$ cat config.mk
export PLATFORM = sky130hd
export DESIGN_NAME = irq_level_arbiter
export DESIGN_NICKNAME = d
export VERILOG_FILES = /design/src/rtl/irq_arb_pkg.sv /design/src/rtl/pend_merge.sv /design/src/rtl/lvl_pick.sv /design/src/rtl/vec_slot.sv /design/src/rtl/irq_level_arbiter.sv
export SDC_FILE = /design/constraint.sdc
export NUM_CORES = 1
export LEC_CHECK = 0
export BUFFER_PORTS_ARGS = -buffer_cell sky130_fd_sc_hd__buf_2
export CAP_MARGIN = 30
export CORE_AREA = 2 2 102 104
export CTS_CLUSTER_SIZE = 24
export DETAILED_ROUTE_END_ITERATION = 7
export DIE_AREA = 0 0 104 106
export HOLD_SLACK_MARGIN = 0.06
export PLACE_DENSITY = 0.62
export SYNTH_ARGS = -nofsm -noshare
export SYNTH_HDL_FRONTEND = slang
export SYNTH_HIERARCHICAL = 1
export SYNTH_SLANG_ARGS = --single-unit
$ cat constraint.sdc
create_clock -name clk -period 4.32 [get_ports clk]
set_input_delay 0 -clock clk [delete_from_list [all_inputs] [get_ports clk]]
set_output_delay 0 -clock clk [all_outputs]
set_load 0.02 [all_outputs]
$ cat src/rtl/irq_arb_pkg.sv
package irq_arb_pkg;
   localparam int TT_W      = 9;
   localparam int GRP_LSB   = 4;
   localparam logic [TT_W-1:0] EXT_BASE = 9'h040;
   localparam logic [TT_W-1:0] GRP_MASK = 9'h1F0;

   typedef enum logic [1:0] {
      ACT_HOLD  = 2'd0,
      ACT_SET   = 2'd1,
      ACT_CLEAR = 2'd2
   } arb_act_e;
endpackage

$ cat src/rtl/pend_merge.sv
module pend_merge #(
   parameter int LVLS     = 16,
   parameter int SWI_W    = 17,
   parameter int TM_BIT   = 0,
   parameter int SM_BIT   = 16,
   parameter int FOLD_LVL = 14
) (
   input  logic [LVLS-1:1]  ext_lvl,
   input  logic [SWI_W-1:0] swi,
   output logic [LVLS-1:0]  pend
);
   localparam int LOW_W = (SWI_W < LVLS) ? SWI_W : LVLS;

   logic [SWI_W-1:0] swi_clean;
   logic [LVLS-1:0]  swi_lvls;
   logic             tmr_hit;

   if (FOLD_LVL >= LVLS) begin : g_bad_fold
      $error("pend_merge: FOLD_LVL outside level range");
   end
   if (TM_BIT >= SWI_W || SM_BIT >= SWI_W) begin : g_bad_tmr
      $error("pend_merge: timer bit outside register");
   end

   always_comb begin
      swi_clean         = swi;
      swi_clean[TM_BIT] = 1'b0;
      swi_clean[SM_BIT] = 1'b0;
      tmr_hit           = swi[TM_BIT] | swi[SM_BIT];
      swi_lvls          = '0;
      swi_lvls[LOW_W-1:0] = swi_clean[LOW_W-1:0];
   end

   for (genvar i = 0; i < LVLS; i++) begin : g_lvl
      logic ext_bit;
      if (i == 0) begin : g_zero
         assign ext_bit = 1'b0;
      end else begin : g_ext
         assign ext_bit = ext_lvl[i];
      end
      if (i == FOLD_LVL) begin : g_fold
         assign pend[i] = ext_bit | swi_lvls[i] | tmr_hit;
      end else begin : g_plain
         assign pend[i] = ext_bit | swi_lvls[i];
      end
   end
endmodule

$ cat src/rtl/lvl_pick.sv
module lvl_pick #(
   parameter int LVLS  = 16,
   parameter int PIL_W = 4
) (
   input  logic [LVLS-1:0]  pend,
   input  logic [PIL_W-1:0] cur_pil,
   output logic             any_above,
   output logic [PIL_W-1:0] win_lvl,
   output logic [LVLS-1:0]  win_oh
);
   logic [LVLS-1:0] above;
   logic [LVLS-1:0] cand;

   if (LVLS > (1 << PIL_W)) begin : g_bad_w
      $error("lvl_pick: PIL_W too narrow for LVLS");
   end

   for (genvar i = 0; i < LVLS; i++) begin : g_above
      assign above[i] = (PIL_W'(i) > cur_pil);
   end

   assign cand      = pend & above;
   assign any_above = |cand;

   always_comb begin
      win_lvl = '0;
      win_oh  = '0;
      for (int i = 0; i < LVLS; i++) begin
         if (cand[i]) begin
            win_lvl = PIL_W'(i);
            win_oh  = '0;
            win_oh[i] = 1'b1;
         end
      end
   end
endmodule

$ cat src/rtl/vec_slot.sv
module vec_slot #(
   parameter int SRC_W     = 5,
   parameter int DATA_W    = 64,
   parameter int TAG_SHIFT = 6,
   parameter int TAG_W     = 5,
   parameter int NWORDS    = 3
) (
   input  logic              clk,
   input  logic              rst_n,
   input  logic              vec_stb,
   input  logic              vec_up,
   input  logic [SRC_W-1:0]  vec_src,
   output logic              take,
   output logic              drop,
   output logic              busy,
   output logic [DATA_W-1:0] words [NWORDS]
);
   localparam logic [DATA_W-1:0] TAG_VAL = DATA_W'({TAG_W{1'b1}}) << TAG_SHIFT;

   if (SRC_W > TAG_SHIFT || TAG_SHIFT + TAG_W > DATA_W) begin : g_bad_fmt
      $error("vec_slot: data word format does not fit");
   end

   logic busy_q;

   assign take = vec_stb &  vec_up & ~busy_q;
   assign drop = vec_stb & ~vec_up &  busy_q;
   assign busy = busy_q;

   always_ff @(posedge clk) begin
      if (!rst_n)      busy_q <= 1'b0;
      else if (take)   busy_q <= 1'b1;
      else if (drop)   busy_q <= 1'b0;
   end

   for (genvar w = 0; w < NWORDS; w++) begin : g_word
      logic [DATA_W-1:0] load_val;
      if (w == 0) begin : g_tagged
         assign load_val = TAG_VAL | DATA_W'(vec_src);
      end else begin : g_blank
         assign load_val = '0;
      end
      always_ff @(posedge clk) begin
         if (!rst_n)    words[w] <= '0;
         else if (take) words[w] <= load_val;
      end
   end

   p_busy_raise_ignored_r8: assert property (@(posedge clk) disable iff (!rst_n)
      busy_q && !drop |=> busy_q && $stable(words[0]));
endmodule

$ cat src/rtl/irq_level_arbiter.sv
module irq_level_arbiter
   import irq_arb_pkg::*;
#(
   parameter int LVLS   = 16,
   parameter int PIL_W  = 4,
   parameter int SWI_W  = 17,
   parameter int TL_W   = 3,
   parameter int SRC_W  = 5,
   parameter int DATA_W = 64,
   parameter logic [TT_W-1:0] VEC_TT = 9'h060
) (
   input  logic              clk,
   input  logic              rst_n,
   input  logic [LVLS-2:0]   ext_lvl,
   input  logic [SWI_W-1:0]  swi,
   input  logic [PIL_W-1:0]  cur_pil,
   input  logic              int_en,
   input  logic [TL_W-1:0]   trap_lvl,
   input  logic [TT_W-1:0]   trap_type_cur,
   input  logic              vec_stb,
   input  logic              vec_up,
   input  logic [SRC_W-1:0]  vec_src,
   output logic              irq_req,
   output logic [TT_W-1:0]   trap_type,
   output logic              vec_busy,
   output logic [DATA_W-1:0] vec_data0,
   output logic [DATA_W-1:0] vec_data1,
   output logic [DATA_W-1:0] vec_data2
);
   localparam int NWORDS = 3;

   if (PIL_W > GRP_LSB) begin : g_bad_pil
      $error("irq_level_arbiter: level field overlaps group field");
   end

   logic [LVLS-1:0]   pend;
   logic              any_above;
   logic [PIL_W-1:0]  win_lvl;
   logic [LVLS-1:0]   win_oh;
   logic              take, drop, busy;
   logic [DATA_W-1:0] words [NWORDS];
   logic [TT_W-1:0]   new_tt;
   logic              nest_block;
   arb_act_e          act;
   logic              req_q;
   logic [TT_W-1:0]   tt_q;

   pend_merge #(.LVLS(LVLS), .SWI_W(SWI_W)) u_merge (
      .ext_lvl (ext_lvl),
      .swi     (swi),
      .pend    (pend)
   );

   lvl_pick #(.LVLS(LVLS), .PIL_W(PIL_W)) u_pick (
      .pend      (pend),
      .cur_pil   (cur_pil),
      .any_above (any_above),
      .win_lvl   (win_lvl),
      .win_oh    (win_oh)
   );

   vec_slot #(.SRC_W(SRC_W), .DATA_W(DATA_W), .NWORDS(NWORDS)) u_vec (
      .clk     (clk),
      .rst_n   (rst_n),
      .vec_stb (vec_stb),
      .vec_up  (vec_up),
      .vec_src (vec_src),
      .take    (take),
      .drop    (drop),
      .busy    (busy),
      .words   (words)
   );

   assign new_tt     = EXT_BASE | TT_W'(win_lvl);
   assign nest_block = (trap_lvl != '0) && (trap_type_cur > new_tt) &&
                       ((trap_type_cur & GRP_MASK) == EXT_BASE);

   always_comb begin
      act = ACT_HOLD;
      if (!any_above || !int_en) begin
         if (req_q) act = ACT_CLEAR;
      end else if (!nest_block && tt_q != new_tt) begin
         act = ACT_SET;
      end
   end

   always_ff @(posedge clk) begin
      if (!rst_n) begin
         req_q <= 1'b0;
         tt_q  <= '0;
      end else if (take) begin
         req_q <= 1'b1;
         tt_q  <= VEC_TT;
      end else if (drop) begin
         req_q <= 1'b0;
      end else if (!busy) begin
         case (act)
            ACT_SET: begin
               req_q <= 1'b1;
               tt_q  <= new_tt;
            end
            ACT_CLEAR: begin
               req_q <= 1'b0;
               tt_q  <= '0;
            end
            default: ;
         endcase
      end
   end

   assign irq_req   = req_q;
   assign trap_type = tt_q;
   assign vec_busy  = busy;
   assign vec_data0 = words[0];
   assign vec_data1 = words[1];
   assign vec_data2 = words[2];

   p_level_type_r4: assert property (@(posedge clk) disable iff (!rst_n)
      irq_req && !vec_busy |-> (trap_type & GRP_MASK) == EXT_BASE);
   p_winner_single_r4: assert property (@(posedge clk) disable iff (!rst_n)
      $onehot0(win_oh) && (any_above == (win_oh != '0)));
   p_below_drops_r3: assert property (@(posedge clk) disable iff (!rst_n)
      !any_above && !vec_busy && !vec_stb |=> !irq_req);
   p_disabled_drops_r6: assert property (@(posedge clk) disable iff (!rst_n)
      !int_en && !vec_busy && !vec_stb |=> !irq_req);
   p_vec_take_r7: assert property (@(posedge clk) disable iff (!rst_n)
      vec_stb && vec_up && !vec_busy |=> vec_busy && irq_req && trap_type == VEC_TT);
   p_busy_freeze_r8: assert property (@(posedge clk) disable iff (!rst_n)
      vec_busy && !vec_stb |=> vec_busy && $stable(trap_type) && $stable(irq_req));
   p_vec_lower_r9: assert property (@(posedge clk) disable iff (!rst_n)
      vec_stb && !vec_up && vec_busy |=> !vec_busy && !irq_req);
endmodule

==> results.toml <==
[timing]
setup_viol = 0
fmax_ghz = 0.3940
finalMaxSlewViolations = 0
whs_ns = 0.1398
finalCriticalPeriod_ns = 2.538
worstMarginPinSlew_ns = 0.5476
finClkSkew_ns = 0.001471
hold_viol_final = 0
rsz0062_at_grt = "false"
period_share_pct = 58.75
slew_headroom_pct = 63.16
tns_ns = 0

[cells_and_area]
drive_gt1_share_pct = 22.32
final_common_cell = "conb_1"
antenna_cells = 0
fillerInstances = 1116
finalNetCount = 503
syn2layout_area_growth_pct = -4.510
design_area_sq_um = 2596
utilization_pct = 25.96
stdcell_count = 575
final_cell_mix = "conb_1 (185), buf_2 (75), nand2_1 (27), dfxtp_1 (14), or2_2 (14)"

[grt]
grt_pass1_vias = 1612
grt.total_usage_pct = 7.838
grt_pass1_wl_um = 7389
antenna_found_initial = 0
grt-ovfl-total = 0
grt_max_degree = 19

[setup_path]
max_stage_delay_ns = 0.37
cp.required_ns = 4.45
critical_path_class = "in2reg"
crit_path_top_delay_cell = "o21ai_0"
path_cells = "buf_2 > or2_2 > nand2b_1 > a21oi_1 > o22ai_1 > nand2_1 > o21ai_0 > inv_1 > ha_1 > nand4_1 > o31ai_1 > a211oi_2 > a21oi_2 > o311a_1"
worstSetupEndpointType = "flip-flop"
start_kind = "primary input"
worstPathMaxFanout = 6
arrival_ns = 2.67

[detailed_routing]
drtPass1Iterations = 4
ant_nets = 0
routedWlPerCell_um = 8.337
vias = 1976
viasPerCell = 3.437
wirelength_um = 4794
drc_errors = 0
dr.first_iter.drc_count = 102

[clock_tree]
cts_tree = "built"
clock_latency_ns = 0.24
numCtsBuffers = 3
h-tree-depth = 1
cts_num_sinks = 14
clk_pin_slew_ns = 0.06
cts_root_buffer = "clkbuf_8"
cts_buffer_depth = 2

[power_and_ir_drop]
p_clk_share_pct = 19.2
netSwitchingFraction_pct = 50.45
comb_power_share_pct = 53.5
internal_power_w = 0.0002729
power_density_nw_per_um2 = 212.1
vdd_drop_max_v = 0.00009445
p_sw_w = 0.0002778
sequentialPowerShare_pct = 27.3
leakage_nw = 1.508

[place]
hpwl_um = 4074
gp_congestion = 0.7503
dpl.cell_count = 565
portBuffers = 75
placed_cell_area_sq_um = 2485

[floorplanning]
core-area_sq_um = 10000
die_x_um = 104
die_area_sq_um = 11020
io_pins = 261
initial_core_util_pct = 27.19
num_rows = 37
die-height_um = 106

[job]
max-cap-violations = 0

[synthesis]
yosysWarningCount = 6
syn_area_per_cell_sq_um = 7.408
syn_inst = 367
syn_area_sq_um = 2719

[min_path]
hold_class = "in2reg"

[status]
status = "finished clean"
-- power groups by stage --
stage | Sequential, W | Combinational, W | Clock (W)
global route | 0.000153 | 0.000320 | 0.000114
global placement | 0.000153 | 0.000286 | 0
detailed placement | 0.000153 | 0.000286 | 0
finish | 0.000151 | 0.000295 | 0.000106
floorplan | 0.000165 | 0.000352 | 0
CTS | 0.000151 | 0.000292 | 0.000109
-- layer usage --
metal | part of all wire, % | GRT usage (%)
met3 | 11 | 1.165
met4 | 1.4 | 2.510
met2 | 52 | 15.27
met5 | 0 | 0
met1 | 36 | 8.663
-- worst max-delay path, delay by kind of cell --
| family | cells | cell delay [ns] |
|---|---|---|
| adder cells (fa/ha/maj) | 1 | 0.31 |
| AO/OA/AOI/OAI | 7 | 1.60 |
| AND/OR/NAND/NOR | 4 | 0.58 |
| buffers and inverters | 2 | 0.18 |
-- stage by stage --
step	power [W]	setup WS [ns]
after global routing	0.0005875	1.425
after CTS	0.0005512	1.736
after detailed placement	0.0004397	1.484
final	0.0005507	1.782
after global placement	0.0004394	1.582
after floorplan	0.0005176	1.978
-- flip-flops by register name, indices dropped and copies added, names as in the netlist --
| register | flops |
|---|---|
| trap_type | 6 |
| u_vec/words | 6 |
| irq_req | 1 |
| u_vec/busy | 1 |
-- path summary, 6_finish.rpt --
check / from / endpoint / slack [ns] / depth (start not counted)
min: rst_n / u_vec/words[134] / 0.14 / 2
max reg2reg: u_vec/busy / trap_type[1] / 2.39 / 5
max: swi[11] / trap_type[6] / 1.78 / 14
min reg2reg: u_vec/words[128] / u_vec/words[128] / 0.45 / 2
-- layout make-up --
| cell class | instances | area [sq um] | share of cell area, % |
|---|---|---|---|
| Multi-Input combinational cell | 330 | 1622 | 62.46 |
| Tap cell | 136 | 170.2 | 6.554 |
| Clock buffer | 3 | 41.29 | 1.590 |
| Inverter | 10 | 37.54 | 1.446 |
| Timing Repair Buffer | 82 | 445.4 | 17.16 |
| Sequential cell | 14 | 280.3 | 10.80 |
-- repair_timing --
action,in CTS,in global routing
hold buffers,7,0
endpoints found under the hold margin,6,0
gates resized for setup,0,0
setup buffers,0,0
Note: power is estimated with default switching activity, not from simulation.
